==> config.mk <==
export PLATFORM = sky130hd
export DESIGN_NAME = relu_inplace
export DESIGN_NICKNAME = d
export VERILOG_FILES = /design/src/rtl/relu_inplace.sv
export SDC_FILE = /design/constraint.sdc
export NUM_CORES = 1
export LEC_CHECK = 0
export CAP_MARGIN = 25
export CORE_UTILIZATION = 37
export CTS_BUF_LIST = sky130_fd_sc_hd__clkbuf_8 sky130_fd_sc_hd__clkbuf_16
export CTS_CLUSTER_SIZE = 24
export DETAILED_ROUTE_END_ITERATION = 6
export GPL_TIMING_DRIVEN = 0
export HOLD_SLACK_MARGIN = 0.05
export PLACE_DENSITY_LB_ADDON = 0.3
export RECOVER_POWER = 100
export SKIP_CTS_REPAIR_TIMING = 1
export SLEW_MARGIN = 20
export SYNTH_ARGS = -nofsm -noshare
export SYNTH_HDL_FRONTEND = slang
export SYNTH_SLANG_ARGS = --single-unit
export TNS_END_PERCENT = 5
==> constraint.sdc <==
create_clock -name clk -period 1.8 [get_ports clk]
set_input_delay 0.54 -clock clk [delete_from_list [all_inputs] [get_ports clk]]
set_output_delay 0.54 -clock clk [all_outputs]
set_load 0.005 [all_outputs]
==> src/rtl/relu_inplace.sv <==
module relu_inplace #(
  parameter int DATA_W = 16,
  parameter int DEPTH  = 64,
  parameter int RD_LAT = 2
) (
  input  logic                                clk,
  input  logic                                rst_n,
  input  logic                                start,
  output logic                                busy,
  output logic                                done,
  output logic                                rd_en,
  output logic [$clog2(DEPTH)-1:0]            rd_addr,
  input  logic [DATA_W-1:0]                   rd_data,
  output logic                                wr_en,
  output logic [$clog2(DEPTH)-1:0]            wr_addr,
  output logic [DATA_W-1:0]                   wr_data
);
  localparam int AW = $clog2(DEPTH);
  localparam int CW = $clog2(DEPTH + 1);

  logic [CW-1:0]     rd_cnt;
  logic [RD_LAT-1:0] pv;
  logic [AW-1:0]     pa [RD_LAT];
  logic              busy_q, done_q;

  wire issuing = busy_q && (rd_cnt < CW'(DEPTH));

  assign busy    = busy_q;
  assign done    = done_q;
  assign rd_en   = issuing;
  assign rd_addr = rd_cnt[AW-1:0];
  assign wr_en   = pv[RD_LAT-1];
  assign wr_addr = pa[RD_LAT-1];
  assign wr_data = rd_data[DATA_W-1] ? '0 : rd_data;

  always_ff @(posedge clk) begin
    if (!rst_n) begin
      busy_q <= 1'b0;
      done_q <= 1'b0;
      rd_cnt <= '0;
      pv     <= '0;
    end else begin
      done_q <= 1'b0;
      for (int i = RD_LAT - 1; i > 0; i--) pv[i] <= pv[i-1];
      pv[0] <= issuing;
      if (!busy_q) begin
        if (start) begin
          busy_q <= 1'b1;
          rd_cnt <= '0;
        end
      end else if (issuing) begin
        rd_cnt <= rd_cnt + 1'b1;
      end else if (pv == '0) begin
        busy_q <= 1'b0;
        done_q <= 1'b1;
      end
    end
  end

  always_ff @(posedge clk) begin
    for (int i = RD_LAT - 1; i > 0; i--) pa[i] <= pa[i-1];
    pa[0] <= rd_addr;
  end

  logic [CW-1:0] wr_seen;
  always_ff @(posedge clk) begin
    if (!rst_n) wr_seen <= '0;
    else if (!busy_q && start) wr_seen <= '0;
    else if (wr_en) wr_seen <= wr_seen + 1'b1;
  end

  assert_write_order_R5: assert property (@(posedge clk) disable iff (!rst_n)
    wr_en |-> ({1'b0, wr_addr} == {1'b0, wr_seen[AW-1:0]}) && (wr_seen < CW'(DEPTH)));
  assert_clamp_R4: assert property (@(posedge clk) disable iff (!rst_n)
    wr_en |-> !wr_data[DATA_W-1]);
  assert_write_in_run_R7: assert property (@(posedge clk) disable iff (!rst_n)
    wr_en |-> busy);
  assert_read_in_run_R7: assert property (@(posedge clk) disable iff (!rst_n)
    rd_en |-> busy);
  assert_done_pulse_R6: assert property (@(posedge clk) disable iff (!rst_n)
    done |=> !done);
  assert_done_idle_R6: assert property (@(posedge clk) disable iff (!rst_n)
    done |-> !busy && (wr_seen == CW'(DEPTH)));
endmodule

Word-level counts from Yosys, hierarchy flattened
Memories as Yosys holds them, arrays and structs flattened.
Cells that the tools add are included.
{"block": "op_classes", "order_cmp": 1, "mul": 0, "n_reduce_logical": 5, "bitwise": 2, "addsub": 1, "n_eq_ne": 1, "mux": 9, "div": 0, "n_shift": 0}
{"op": "7-bit two-way mux", "count": 3}
{"op": "15-bit two-way mux", "count": 1}
{"op": "7-bit by 1-bit adder with 7-bit output, second input constant", "count": 1}
{"op": "7-bit less-than comparator, second input constant", "count": 1}
{"op": "1-bit two-way mux", "count": 5}
{"op": "3-bit OR reduction", "count": 1}
{"op": "2-bit zero test", "count": 1}
{"op": "2-bit inequality test, second input constant", "count": 1}
{"op": "1-bit inverter", "count": 2}
{"op": "2-bit AND reduction", "count": 1}
{"op": "2-bit nonzero test", "count": 1}
{"op": "1-bit logical AND", "count": 1}
{"block": "totals", "ram_bits": 12, "ff_bits": 11, "mem_count": 1, "wordCells": 24, "inputBits": 19, "latchBits": 0, "mem_bits_ro": 0, "out_inout_bits": 32}
{"name": "pa", "depth": 2, "width": 6, "rd": 2, "rd_ports_with_merged_regs": 0, "write_ports": 2, "line_no": "23", "text": "logic [AW-1:0] pa [RD_LAT];"}

Logic depth before layout (Yosys ltp)
Gate-level depths: netlist of run 1.
{"block": "depth", "depth_word": 4, "depth_mapped": 4}

Worst setup path before layout of run 1
Ideal clock, no wire load.
{"block": "synth_path", "path_kind": "input port to output port", "start": "in rd_data[15]", "end": "out wr_data[10]", "cell_stages": 2, "slack_ps": 382, "required_time_ps": 1260, "t_arrival_ps": 878, "path_buffers": 1, "cell_sequence": "clkbuf_1 nor2b_1"}
{"block": "synth_via", "elab_chain_cells": 1}
{"element": "start, declared", "line_no": "13", "text": "input logic [DATA_W-1:0] rd_data,"}
{"element": "15-bit two-way mux", "line_no": "34", "text": "assign wr_data = rd_data[DATA_W-1] ? '0 : rd_data;"}
{"element": "end, declared", "line_no": "16", "text": "output logic [DATA_W-1:0] wr_data"}
No other way between the ends.

Worst setup path after layout of run 1
{"block": "layout_path", "start": "in rd_data[13]", "end": "out wr_data[13]"}
Same word-level chain as after synthesis.

==> impl_results.md, run 1 <==
* Post-route antenna net violation count at 0
* Syn nets at 113
* Vias in the first global route at 788
* Nets at 167
* Final Critical Period at 1795 ps
* Distinct cells, synth at 25
* Part of the power in registers at 0.545
* Die area at 0.002738 sq mm
* Flop-to-flop setup slack at 410 ps
* Die Width at 52.33 microns
* Synth Instances at 93
* Vias per Instance at 4.580
* Worst r2r src: rd_cnt[0]$_SDFFE_PN0P_
* Sw Ratio at 0.2173
* Power per standard cell area at 649.8 mW/mm^2
* Cell count after placement at 170
* Fin worst setup slack at 5.207 ps
* Yosys warns at 0
* Commonest non-fill, non-tap cells in the layout: clkdlybuf4s50_1 (22), dfxtp_1 (20), nor2b_1 (12), clkbuf_4 (10)
* Clock buffer depth at 2
* Via count at 797
* Residual DRC count at 0
* RSZ-0062 raised after global routing: true
* Critical Path Max Stage Delay at 470 ps
* GR Overflow Total at 0
* Worst Hold Depth at 0
* Crit Path Class: in2out
* Setup Skew at 1.769 ps
* 1st-pass router iterations at 3
* Sequential share of the synthesized area at 0.4913
* Power, Total at 0.9659 mW
* Comb power frac at 0.132
* Clk slew on worst S/H paths at 80 ps
* Leakage at 0.7351 nW
* First-pass GRT wire length at 3277 microns
* CP delay by family, top: buffers and inverters
* Endpoint class of the critical path: output port
* Routed WL per cell at 11.34 microns
* Placed wire-length estimate at 1552 microns
* Io pins at 51
* WL final at 1974 microns
* Initial Util at 0.4080
* Max IR drop VDD at 0.4892 mV
* Critical path required time at 1260 ps
* Fin cells at 174
* Clock latency at the later pin of the worst-skew pair at 260 ps
* Synth Register Bits at 23
* Antenna cells at 0
* CP bufs+invs at 2
* Die Y at 52.33 microns
* Largest net degree at the start of global routing at 14
* Critical Path AT at 1250 ps
* Clock root cell: clkbuf_8
* Final hold viol count at 0
* Share of cells above drive strength 1 at 0.2671
* Setup crit start kind: input port
* Sw Pwr at 0.2099 mW
* Fin Setup TNS at 0 ps
* Global-route total usage across every layer at 0.1623
* Num CTS Buffers at 3
* Avg Inst Size Synth at 10.08 sq um
* Final Hold Slack at 330.1 ps
* R2r endpoint: rd_cnt[4]$_SDFFE_PN0P_
* Floorplan Core Area at 0.002297 sq mm
* GP Congestion at 0.7056
* Hold Startpoint: pa[0][3]$_DFF_P_
* Slew Limit Fails at 0
* Outcome: finished, final reports clean
* H-tree lvl count at 1
* MaxCap Viol Count at 0
* Tcrit/Tclk final at 0.9971
* WHS Endpoint: pa[0][9]$_DFF_P_
* Hold/Removal Path Class: reg2reg
* Most common cell after layout, fill and taps aside: clkdlybuf4s50_1
* Initial DRC count at 7
* Initial antenna violation count at 0
* R2R depth at 4
* Final setup viols at 0
* CTS tree: done
* CP Max Fanout at 1
* Slowest stage cell on the critical path: clkdlybuf4s50_1
* FP Rows at 17
* CP cell instances: clkdlybuf4s50_1 > nor2b_4 > clkbuf_2
* Sink Count at 23
* Post-Syn Area at 937.1 sq um
* I/O Buffers at 49
* Setup slack at placement at -762.3 ps
* Cell-internal power at 0.7560 mW
* Maximum clock rate at 557.2 MHz
* Clock share of power at 0.323
* Area Growth Syn to Fin at 58.61%
==> registers in the layout, summed over array words and instances, names as in the netlist <==
name	cells
pv	2
done	1
busy	1
rd_cnt	7
pa	12
==> synth_stat cells <==
master	count	share of area
and3b_1	1	0.0093
mux2i_1	1	0.011
nor3b_1	3	0.024
and2_1	6	0.040
nor3b_2	1	0.013
o2bb2ai_1	1	0.0093
clkbuf_1	1	0.0040
nand2_1	3	0.012
dfxtp_1	23	0.49
and2b_4	1	0.011
a21boi_1	3	0.024
conb_1	1	0.0040
nand4b_1	2	0.019
nand2b_1	3	0.020
buf_1	1	0.0040
and3_1	3	0.020
o21a_1	1	0.0080
o21ai_1	2	0.011
ha_1	1	0.013
nor2_1	1	0.0040
buf_4	13	0.10
o31a_1	2	0.019
nand3_1	1	0.0053
nand4_1	2	0.013
nor2b_1	16	0.11
==> power groups by stage <==
stage / clock (mW) / combinational (mW) / sequential [mW]
floorplan: 0 / 0.0458 / 0.539
global placement: 0 / 0.141 / 0.540
detailed placement: 0 / 0.144 / 0.541
CTS: 0.321 / 0.145 / 0.529
global route: 0.348 / 0.138 / 0.529
finish: 0.312 / 0.127 / 0.527
==> worst max path at each step <==
stage	startpoint	to	slack, ps	cells past startpoint
detailed placement	rd_data[15]	wr_data[8]	-760	4
floorplan	rd_data[15]	wr_data[10]	380	2
CTS	rd_data[15]	wr_data[8]	-760	4
global placement	rd_data[15]	wr_data[13]	-740	4
finish	rd_data[13]	wr_data[13]	5	3
global route	rd_data[11]	wr_data[11]	-30	3
==> worst register-to-register path, cell delays in order (launching register included) <==
cell and delay, ps:
dfxtp_1 420, ha_1 260, nand4b_1 140, and3_1 200
o31a_1 260
==> kinds of logic after synthesis <==
family | share of synthesized area
AOI/OAI and AO/OA | 0.07077
and+or+nand+nor | 0.2977
DFF | 0.4913
muxes | 0.01068
other | 0.004001
buffers and inverters | 0.1121
adders and majority gates | 0.01335
==> routing by layer <==
metal  track usage  vias to the layer above  share of wire
met3       0.07246                        3          0.081
li1              -                      400              -
met4       0.03947                        0         0.0041
met2        0.2890                       37           0.52
met1        0.1725                      357           0.39
met5             0                        -              0
==> through the flow <==
stage / util / area (sq um)
after detailed placement: 0.6367 / 1463
after global routing: 0.6471 / 1486
after floorplan: - / 937.1
after global placement: 0.6367 / 1463
after CTS: 0.6569 / 1509
final: 0.6471 / 1486
==> area by class of cell <==
class,count,area (sq um)
fillers,191,810.8
flip-flops and latches,23,469.2
repair buffers,49,442.9
multi-input cells,55,384.1
plain buffers,15,108.9
clock buffers,3,41.29
well taps,28,35.03
clock inverters,1,5.005
Note: power is estimated with default switching activity, not from simulation.
==> run 2: changes to the inputs <==
Settings changed: CORE_MARGIN from default to 1.5, MAX_ROUTING_LAYER from default to met4.
==> impl_results.md, run 2 (synthesis gave the netlist of run 1 again) <==
* Power per standard cell area at 637.2 mW/mm^2
* Critical Path AT at 1240 ps
* GP Congestion at 0.7464
* Crit path to: wr_data[12]
* Endpoint class of the critical path: output port
* Max IR drop VDD at 0.4709 mV
* Clock root cell: clkbuf_8
* CP bufs+invs at 2
* Die Y at 53.33 microns
* Area Growth Syn to Fin at 61.82%
* Maximum clock rate at 560.5 MHz
* Routed WL per cell at 11.47 microns
* Power, Total at 0.9663 mW
* Most flop-heavy register: pa
* Slowest stage cell on the critical path: clkdlybuf4s50_1
* Initial Util at 0.3853
* R2R depth at 4
* Initial antenna violation count at 0
* Nets at 167
* RSZ-0062 raised after global routing: true
* CTS tree: done
* R2r endpoint: rd_cnt[4]$_SDFFE_PN0P_
* Io pins at 51
* Clk slew on worst S/H paths at 80 ps
* GR Overflow Total at 0
* Most common cell after layout, fill and taps aside: clkdlybuf4s50_1
* 1st-pass router iterations at 4
* Cell count after placement at 172
* Final hold viol count at 0
* Flop-to-flop setup slack at 420 ps
* Largest net degree at the start of global routing at 14
* GR Util met1 at 0.1693
* Global-route total usage across every layer at 0.1494
* MaxCap Viol Count at 0
* Die area at 0.002844 sq mm
* FP Rows at 18
* CP delay by family, top: buffers and inverters
* Crit Path Class: in2out
* Placed wire-length estimate at 1554 microns
* Routing usage on met2 at 0.2490
* Final setup viols at 0
* Max FFs per register at 12
* First-pass GRT wire length at 2960 microns
* Residual DRC count at 0
* Hold/Removal Path Class: reg2reg
* Share of cells above drive strength 1 at 0.2877
* Vias per Instance at 4.472
* Met3 Use GR at 0.01695
* Fin cells at 176
* Die Width at 53.33 microns
* WL final at 2018 microns
* Commonest non-fill, non-tap cells in the layout: clkdlybuf4s50_1 (20), dfxtp_1 (19), nor2b_1 (13), buf_4 (13), dlymetal6s2s_1 (13)
* Clock buffer depth at 2
* Via count at 787
* Initial DRC count at 10
* Setup crit start kind: input port
* CP cell instances: clkdlybuf4s50_1 > nor2b_1 > dlymetal6s2s_1
* Sink Count at 23
* Final Critical Period at 1784 ps
* H-tree lvl count at 1
* Setup Skew at 3.898 ps
* Critical path required time at 1260 ps
* CP Max Fanout at 1
* Slew Limit Fails at 0
* Floorplan Core Area at 0.002432 sq mm
* Antenna cells at 0
* Outcome: finished, final reports clean
* Vias in the first global route at 735
* Final Hold Slack at 329.4 ps
* I/O Buffers at 49
* Design area at 0.001516 sq mm
* Worst r2r src: rd_cnt[0]$_SDFFE_PN0P_
* Tcrit/Tclk final at 0.9912
* Num CTS Buffers at 3
* Critical Path Max Stage Delay at 450 ps
* Post-route antenna net violation count at 0
* WP depth at 3
* Busiest grt layer: met2
* Clock latency at the later pin of the worst-skew pair at 260 ps
* Leakage at 0.7864 nW
* Placement Cell Area at 0.001465 sq mm
* Biggest regs: pa: 12 flops, rd_cnt: 7 flops, pv: 2 flops
* CP startpoint: rd_data[12]
==> run 2: changes by cell type in the layout (fill, tap and decap cells not counted), moves of 3 or more <==
cell / before / now
and2_0: 4 / 1
dlymetal6s2s_1: 8 / 13
dlygate4sd3_1: 4 / 1
buf_4: 8 / 13
clkbuf_4: 10 / 5
and2_1: 2 / 5
==> run 2: cell type report <==
type | count | area [sq um]
plain buffers | 15 | 108.9
clock buffers | 3 | 41.29
multi-input cells | 55 | 389.1
fillers | 205 | 915.9
clock inverters | 1 | 5.005
flip-flops and latches | 23 | 470.5
well taps | 30 | 37.54
repair buffers | 49 | 464.2
==> run 2: stage by stage <==
step / util / setup TNS (ps) / setup WS, ps
after floorplan: - / 0 / 382.4
after CTS: 0.6214 / -10210 / -769.0
after global placement: 0.6024 / -9155 / -725.3
after detailed placement: 0.6024 / -9603 / -764.3
after global routing: 0.6235 / -118.1 / -26.73
final: 0.6235 / 0 / 15.85
==> run 2: per-layer routing <==
metal  vias up  share of wire
met2        27           0.53
met3         4          0.036
met5         -              0
met1       355           0.41
li1        401              -
met4         0          0.018
==> run 2: how the worst min path moves through the flow <==
stage | slack, ps | end | cells past startpoint | from
floorplan | 310 | pa[0][10]$_DFF_P_ | 0 | pa[0][4]$_DFF_P_
global placement | 310 | pa[0][9]$_DFF_P_ | 0 | pa[0][3]$_DFF_P_
detailed placement | 310 | pa[0][9]$_DFF_P_ | 0 | pa[0][3]$_DFF_P_
CTS | 330 | pa[0][9]$_DFF_P_ | 0 | pa[0][3]$_DFF_P_
global route | 340 | pa[0][8]$_DFF_P_ | 0 | pa[0][2]$_DFF_P_
finish | 330 | pa[0][9]$_DFF_P_ | 0 | pa[0][3]$_DFF_P_
==> run 2: report_power, final <==
part / internal [mW] / leakage, nW / switching (mW)
sequential: 0.517 / 0.189 / 0.00969
clock: 0.154 / 0.0255 / 0.156
combinational: 0.0866 / 0.572 / 0.0423
total: 0.758 / 0.786 / 0.208
==> run 3: changes to the inputs <==
Settings changed: CORE_UTILIZATION 37 to 40.
Clock period 1.8 ns to 2.1 ns, I/O delays scaled along.
==> impl_results.md, run 3 (synthesis gave the netlist of run 1 again) <==
* Outcome: finished, final reports clean
* Global-route total usage across every layer at 0.1715
* Largest net degree at the start of global routing at 14
* R2r endpoint: rd_cnt[4]$_SDFFE_PN0P_
* Tcrit/Tclk final at 0.9822
* Via count at 782
* Floorplan Core Area at 0.002212 sq mm
* CP cell instances: dlygate4sd3_1 > nor2b_1 > dlymetal6s2s_1
* Vias in the first global route at 731
* Setup Skew at 1.627 ps
* Crit Path Class: in2out
* Endpoint class of the critical path: output port
* Biggest regs: pa: 12 flops, rd_cnt: 7 flops, pv: 2 flops
* Leakage at 0.8661 nW
* Sink Count at 23
* Most flop-heavy register: pa
* I/O Buffers at 49
* Clock buffer depth at 2
* Initial Util at 0.4236
* Critical path required time at 1470 ps
* Num CTS Buffers at 3
* Hold/Removal Path Class: reg2reg
* Fin worst setup slack at 37.30 ps
* Clock latency at the later pin of the worst-skew pair at 260 ps
* MaxCap Viol Count at 0
* First-pass GRT wire length at 3236 microns
* Setup crit start kind: input port
* Io pins at 51
* 1st-pass router iterations at 2
* GP Congestion at 0.7942
* Area Growth Syn to Fin at 65.95%
* Die area at 0.002642 sq mm
* Share of cells above drive strength 1 at 0.1507
* Clock root cell: clkbuf_8
* Antenna cells at 0
* Initial DRC count at 5
* Setup slack at placement at -646.4 ps
* Nets at 167
* Vias per Instance at 4.494
* Critical Path Max Stage Delay at 520 ps
* CP bufs+invs at 2
* Max FFs per register at 12
* FP Rows at 17
* Most common cell after layout, fill and taps aside: dfxtp_1
* Placed wire-length estimate at 1572 microns
* WL final at 2155 microns
* Slew Limit Fails at 0
* Commonest non-fill, non-tap cells in the layout: dfxtp_1 (21), dlygate4sd3_1 (18), nor2b_1 (16), dlymetal6s2s_1 (16), clkdlybuf4s50_1 (15)
* Flop-to-flop setup slack at 700 ps
* CTS tree: done
* CP Max Fanout at 1
* Worst r2r src: rd_cnt[0]$_SDFFE_PN0P_
* Max IR drop VDD at 0.5538 mV
* Worst Hold Depth at 0
* Final hold viol count at 0
* Maximum clock rate at 484.8 MHz
* Residual DRC count at 0
* Clk slew on worst S/H paths at 80 ps
* Slowest stage cell on the critical path: dlygate4sd3_1
* Critical Path AT at 1430 ps
* RSZ-0062 raised after global routing: false
* Initial antenna violation count at 0
* Power per standard cell area at 537.2 mW/mm^2
* H-tree lvl count at 1
* WHS Endpoint: pa[0][6]$_DFF_P_
* Routed WL per cell at 12.39 microns
* Die Width at 51.41 microns
* R2R depth at 4
* Final setup viols at 0
* Fin cells at 174
* Hold Startpoint: pa[0][0]$_DFF_P_
* Die Y at 51.41 microns
* Post-route antenna net violation count at 0
* Final Critical Period at 2063 ps
* GR Overflow Total at 0
* Cell count after placement at 170
* CP delay by family, top: buffers and inverters
-- run 3: cell types whose count changed in the layout (fill, tap and decap cells not counted), moves of 5 or more --
cell	before	now
buf_2	5	0
clkbuf_2	5	0
clkdlybuf4s50_1	20	15
dlygate4sd3_1	1	18
-- run 3: cell type report --
class	count	area [sq um]
Clock buffer	3	41.29
Fill cell	181	656.9
Multi-Input combinational cell	55	371.6
Buffer	15	108.9
Sequential cell	23	462.9
Tap cell	28	35.03
Timing Repair Buffer	49	530.5
Clock inverter	1	5.005
-- run 3: worst max path at each step --
| stage | cells after the start | start | end | slack, ps |
|---|---|---|---|---|
| floorplan | 2 | rd_data[15] | wr_data[10] | 500 |
| global placement | 4 | rd_data[15] | wr_data[5] | -610 |
| detailed placement | 4 | rd_data[15] | wr_data[6] | -650 |
| CTS | 4 | rd_data[15] | wr_data[6] | -650 |
| global route | 2 | busy$_SDFF_PN0_ | rd_en | 2 |
| finish | 3 | rd_data[1] | wr_data[1] | 40 |
-- run 3: report_power, final --
group | internal [mW] | leakage (nW) | total, mW | switching (mW)
Combinational | 0.0789 | 0.653 | 0.114 | 0.0351
Sequential | 0.445 | 0.187 | 0.454 | 0.00872
Clock | 0.132 | 0.0255 | 0.268 | 0.135
Total | 0.657 | 0.866 | 0.836 | 0.179
-- run 3: metrics by stage --
step | total power [mW] | cell area, sq um | util | TNS (ps) | hold WS, ps
CTS | 0.8511 | 1509 | 0.6821 | -8013 | 332.5
detailed placement | 0.5865 | 1463 | 0.6612 | -7911 | 313.5
finish | 0.8355 | 1555 | 0.7031 | 0 | 329.7
global placement | 0.5836 | 1463 | 0.6612 | -7484 | 310.1
floorplan | 0.5010 | 937.1 | - | 0 | 309.6
global route | 0.8684 | 1555 | 0.7031 | 0 | 337.9
-- run 3: layer usage --
metal,global-route usage,up-vias,share of wire
met1,0.1880,354,0.41
li1,-,398,-
met5,-,-,0
met3,0.04386,5,0.054
met4,0.09211,0,0.020
met2,0.2842,25,0.51
-- run 3: worst register-to-register path, cell delays in order (launching register included) --
cell and delay [ps]:
dfxtp_1 430, ha_1 260, nand4b_1 140, and3_1 200, o31a_1 260
